--- config.mk ---
export PLATFORM = sky130hd
export DESIGN_NAME = rename_err_ctrl
export DESIGN_NICKNAME = d
export VERILOG_FILES = /design/src/rtl/rerc_pkg.sv /design/src/rtl/rerc_dp.sv /design/src/rtl/rerc_ctrl.sv /design/src/rtl/rename_err_ctrl.sv
export SDC_FILE = /design/constraint.sdc
export NUM_CORES = 1
export LEC_CHECK = 0
export ABC_CLOCK_PERIOD_IN_PS = 2000
export BUFFER_PORTS_ARGS = -buffer_cell sky130_fd_sc_hd__buf_2
export CAP_MARGIN = 0
export CORE_AREA = 2 2 39 41
export CTS_CLUSTER_DIAMETER = 120
export DETAILED_ROUTE_END_ITERATION = 10
export DIE_AREA = 0 0 41 43
export PLACE_DENSITY = 0.42
export SLEW_MARGIN = 10
export SYNTH_ARGS = -nofsm -noshare
export SYNTH_HDL_FRONTEND = slang
export SYNTH_HIERARCHICAL = 1
export SYNTH_SLANG_ARGS = --single-unit
--- constraint.sdc ---
create_clock -name clk -period 2 [get_ports clk]
set_input_delay 0.1 -clock clk [delete_from_list [all_inputs] [get_ports clk]]
set_output_delay 0.1 -clock clk [all_outputs]
set_load 0.05 [all_outputs]
--- src/rtl/rerc_pkg.sv ---
package rerc_pkg;

  typedef enum logic [1:0] {
    ST_RUN  = 2'd0,
    ST_INIT = 2'd1,
    ST_DEAD = 2'd2
  } rercState_e;

  typedef struct packed {
    logic flush;     // issue one flush attempt
    logic countErr;  // bump the attempt counter
    logic clearCnt;  // empty the attempt counter
  } rercStrobe_t;

endpackage

--- src/rtl/rerc_dp.sv ---
module rerc_dp #(
  parameter int ABORT_LIMIT = 8
) (
  input  logic                  clk,
  input  logic                  rstN,
  input  logic                  retireValid,
  input  rerc_pkg::rercStrobe_t strobe,
  output logic                  reachLimit,
  output logic                  flushReq
);
  localparam int CNT_W = $clog2(ABORT_LIMIT + 1);

  logic [CNT_W-1:0] attemptCnt;
  logic [CNT_W-1:0] baseCnt;
  logic [CNT_W-1:0] nextCnt;

  // retirement in the same cycle restarts the ladder before counting
  assign baseCnt    = retireValid ? '0 : attemptCnt;
  assign nextCnt    = baseCnt + CNT_W'(1);
  assign reachLimit = (nextCnt >= CNT_W'(ABORT_LIMIT));

  always_ff @(posedge clk) begin
    if (!rstN) begin
      attemptCnt <= '0;
      flushReq   <= 1'b0;
    end else begin
      flushReq <= strobe.flush;
      if (strobe.clearCnt) begin
        attemptCnt <= '0;
      end else if (strobe.countErr) begin
        attemptCnt <= nextCnt;
      end else if (retireValid) begin
        attemptCnt <= '0;
      end
    end
  end


  flush_one_cycle_chk: assert property (@(posedge clk) disable iff (!rstN)
    flushReq |=> !flushReq);


  cnt_below_limit_chk: assert property (@(posedge clk) disable iff (!rstN)
    attemptCnt < CNT_W'(ABORT_LIMIT));

endmodule

--- src/rtl/rerc_ctrl.sv ---
module rerc_ctrl (
  input  logic                  clk,
  input  logic                  rstN,
  input  logic                  srcErr,
  input  logic                  allocErr,
  input  logic                  initDone,
  input  logic                  reachLimit,
  output rerc_pkg::rercStrobe_t strobe,
  output logic                  initReq,
  output logic                  uncorrectable
);
  import rerc_pkg::*;

  rercState_e state;
  rercState_e nextState;

  always_comb begin
    nextState = state;
    strobe    = '0;
    unique case (state)
      ST_RUN: begin
        if (srcErr) begin
          if (reachLimit) begin
            nextState = ST_DEAD;
          end else begin
            strobe.flush    = 1'b1;
            strobe.countErr = 1'b1;
          end
        end else if (allocErr) begin
          nextState       = ST_INIT;
          strobe.clearCnt = 1'b1;
        end
      end
      ST_INIT: begin
        if (initDone) nextState = ST_RUN;
      end
      ST_DEAD: nextState = ST_DEAD;
      default: nextState = ST_RUN;
    endcase
  end

  always_ff @(posedge clk) begin
    if (!rstN) state <= ST_RUN;
    else       state <= nextState;
  end

  assign initReq       = (state == ST_INIT);
  assign uncorrectable = (state == ST_DEAD);


  uncorr_sticky_chk: assert property (@(posedge clk) disable iff (!rstN)
    uncorrectable |=> uncorrectable);


  init_cause_chk: assert property (@(posedge clk) disable iff (!rstN)
    $rose(initReq) |-> $past(allocErr && !srcErr));


  init_hold_chk: assert property (@(posedge clk) disable iff (!rstN)
    (initReq && !initDone) |=> initReq);

endmodule

--- src/rtl/rename_err_ctrl.sv ---
module rename_err_ctrl #(
  parameter int ABORT_LIMIT = 8
) (
  input  logic clk,
  input  logic rstN,
  input  logic srcErr,
  input  logic allocErr,
  input  logic retireValid,
  input  logic initDone,
  output logic flushReq,
  output logic initReq,
  output logic renameStall,
  output logic uncorrectable
);
  rerc_pkg::rercStrobe_t strobe;
  logic                  reachLimit;

  rerc_ctrl u_ctrl (
    .clk          (clk),
    .rstN         (rstN),
    .srcErr       (srcErr),
    .allocErr     (allocErr),
    .initDone     (initDone),
    .reachLimit   (reachLimit),
    .strobe       (strobe),
    .initReq      (initReq),
    .uncorrectable(uncorrectable)
  );

  rerc_dp #(.ABORT_LIMIT(ABORT_LIMIT)) u_dp (
    .clk        (clk),
    .rstN       (rstN),
    .retireValid(retireValid),
    .strobe     (strobe),
    .reachLimit (reachLimit),
    .flushReq   (flushReq)
  );

  assign renameStall = initReq | uncorrectable;


  flush_excl_chk: assert property (@(posedge clk) disable iff (!rstN)
    !(flushReq && (initReq || uncorrectable)));

endmodule

==> flow_summary_export.csv <==
group,metric,value,unit
run_status,outcome,"completed",
logic_synthesis,yosysWarnings,6,
drt,detail_routed_net_length_per_standard_cell,10.0,µm
drt,vias,286,
clock_tree,ctsHoldBuffers,0,
pwr,vdd_ir_drop_max,293,µV
floorplan,die_area,1760,µm²
clock_tree,tritoncts,"built",
clock_tree,buffer_levels_on_the_longest_clock_path,2,
clock_tree,h-tree-depth,1,
final_layout,drive_above_1_share,0.327,
sta,totalNegativeSetupSlack,0,ns
pwr,p_leak,0.180,nW
drt,routed_wl,650,µm
sta,fin_hold_viols,0,
floorplan,core_area,1380,µm²
logic_synthesis,synth_seq_area_share,0.409,
critical_path,crit_path_frequent_cell,"sky130_fd_sc_hd__xor2_1",
drt,route.detailed.vias_per_inst,4.40,
sta,setup_viol,0,
global_routing,global_route.usage.total,0.0947,
final_layout,most_common_library_cell_in_the_layout_ignoring_fill_and_taps,"sky130_fd_sc_hd__buf_2",
floorplan,rows,14,
drt,ant_nets,0,
sta,finalMaxSlewViolations,0,
clock_tree,numCtsBuffers,3,
logic_synthesis,post_synth.cell_area_avg,9.52,µm²
logic_synthesis,postSynthNetCount,42,
critical_path,path_class,"reg -> reg",
final_layout,n_antenna_cell,0,
sta,fin_skew,0.00101,ns
drt,drt_first_iter_violations,7,
final_layout,layout.cells.most_common_list,"sky130_fd_sc_hd__buf_2 (9), sky130_fd_sc_hd__dfxtp_1 (7), sky130_fd_sc_hd__xor2_1 (4)",
place,portBuffers,9,
place,finalWeightedCongestion,0.703,
clock_tree,cts_num_sinks,7,
global_routing,first_pass_grt_wire_length,1.00,mm
clock_tree,latest_clock_arrival_within_the_worst_skew_pair,0.25,ns
final_layout,areaGrowthSynthToFinish,26.6,%
floorplan,die_height,43,µm
floorplan,die-width,41,µm
critical_path,critPathCaptureType,"register",
sta,post-route-period-util,0.807,
sta,relSlewSlack,0.836,
critical_path,critical_path.slowest_cell,"sky130_fd_sc_hd__dfxtp_1",
pwr,post-layout-total-power,0.000321,W
critical_path,critPathRequiredTime,2.14,ns
worst_hold_path,hold_class,"in -> reg",
job,max-cap-violations,0,
critical_path,cpPeakStageDelay,0.38,ns
global_routing,first_global_vias,256,
critical_path,cp-start-kind,"register",
sta,worst_slew_pin_slew,0.242,ns
pwr,cellPowerDensity,739,nW/µm²
sta,layout_min_cycle_time,1.61,ns
place,dp_hpwl,473,µm
critical_path,critical_path_arrival,1.75,ns
clock_tree,post_cts_buffers,0,
critical_path,path_max_fanout,5,
global_routing,grt_antenna_before_repair,0,
global_routing,gr_overflow_total,0,
sta,fmaxAchievable,620,MHz
clock_tree,clkSlewWorstSetupHoldPaths,0.05,ns
clock_tree,root_driver,"sky130_fd_sc_hd__clkbuf_4",
drt,dr.pass1.iters,4,
floorplan,floorplan.initialDensity,0.248,
final_layout,design.final.nets,56,
sta,holdWs,0.101,ns
drt,detail_route.drc_violations,0,
logic_synthesis,netlist_area,343,µm²
logic_synthesis,synth_cells,36,
sta,grt_setup_unrepaired,"no",
logic_synthesis,total_of_flip_flops_plus_latches_after_synthesis,7,
floorplan,io_pins,10,
critical_path,crit_path_cell_trace,"nand3_1 -> xor2_1 -> nor2_1 -> nor4b_1 -> buf_4 -> nand4_1 -> xor2_1 -> nor3_2",
logic_synthesis,ys_types,21,
clock_tree,post_cts_resized,0,
global_routing,largest_net_degree_at_the_start_of_global_routing,8,
-- cell type report --
type | count | area, µm²
Fill cell | 159 | 950
Multi-Input combinational cell | 28 | 195
Sequential cell | 7 | 140
Timing Repair Buffer | 10 | 52.6
Clock buffer | 4 | 26.3
Tap cell | 16 | 20.0
-- registers in the layout, indices dropped and copies added, names as in the netlist --
| signal | count |
|---|---|
| u_dp/flushReq | 1 |
| u_ctrl/state | 2 |
| u_dp/attemptCnt | 4 |
-- Yosys cell counts --
cell type                  instances  share of area
sky130_fd_sc_hd__nand4_1           1          0.018
sky130_fd_sc_hd__buf_4             1          0.022
sky130_fd_sc_hd__or2_1             1          0.018
sky130_fd_sc_hd__nor4b_1           2          0.051
sky130_fd_sc_hd__nand2b_1          2          0.036
sky130_fd_sc_hd__nor3_1            1          0.015
sky130_fd_sc_hd__or3b_1            1          0.026
sky130_fd_sc_hd__and2b_1           1          0.022
sky130_fd_sc_hd__xor2_1            4           0.10
sky130_fd_sc_hd__nand3_1           2          0.029
sky130_fd_sc_hd__nor2b_1           1          0.018
sky130_fd_sc_hd__nor3_2            2          0.058
sky130_fd_sc_hd__dfxtp_1           7           0.41
sky130_fd_sc_hd__nand2_1           1          0.011
sky130_fd_sc_hd__nor2_1            2          0.022
sky130_fd_sc_hd__nor3b_1           1          0.022
sky130_fd_sc_hd__a21oi_1           2          0.029
sky130_fd_sc_hd__xnor2_1           1          0.026
sky130_fd_sc_hd__or2b_1            1          0.022
sky130_fd_sc_hd__nor2b_2           1          0.026
sky130_fd_sc_hd__and2_1            1          0.018
-- worst max-delay path, delay by kind of cell, from the launching register on --
family	cells	cell delay (ns)
XOR/XNOR	2	0.34
flip-flops	1	0.38
AND/OR/NAND/NOR	5	0.60
buffers and inverters	1	0.19
-- cell families after synthesis --
family | synth area share
flops | 0.409
xor+xnor | 0.128
buf+inv | 0.0219
simple gates | 0.412
compound gates | 0.0292
-- routing by layer --
layer  global-route usage  wire (µm)  share of wire  vias up
li1                     -          -              -      148
met1               0.0877        277           0.43      124
met2                0.134        302           0.46       14
met3               0.0785         70           0.11        0
met4               0.0600          0              0        0
met5                    0          0              0        -
-- path summary, 6_finish.rpt --
check	startpoint	end	slack, ns	cells after the start
worst max-delay path	u_dp/attemptCnt[1]	u_dp/attemptCnt[3]	0.39	8
worst min-delay path	rstN	u_dp/flushReq	0.10	2
worst max register to register	u_dp/attemptCnt[1]	u_dp/attemptCnt[3]	0.39	8
worst min register to register	u_ctrl/state[0]	u_ctrl/state[1]	0.54	1
-- report_power, final --
group	switching, W	internal (W)
clock network	0.0000518	0.0000761
logic	0.0000269	0.0000175
registers	0.00000423	0.000144
total	0.0000829	0.000238
-- through the flow --
step,utilization,worst slack (ns),cells,area [µm²]
3_5_place_dp,0.295,0.422,61,408
3_3_place_gp,0.295,0.444,61,408
5_1_grt,0.314,0.298,65,434
6_report,0.314,0.386,65,434
2_1_floorplan,-,0.242,36,343
4_1_cts,0.314,0.385,65,434
No activity file was read; power rests on OpenSTA's default activity.
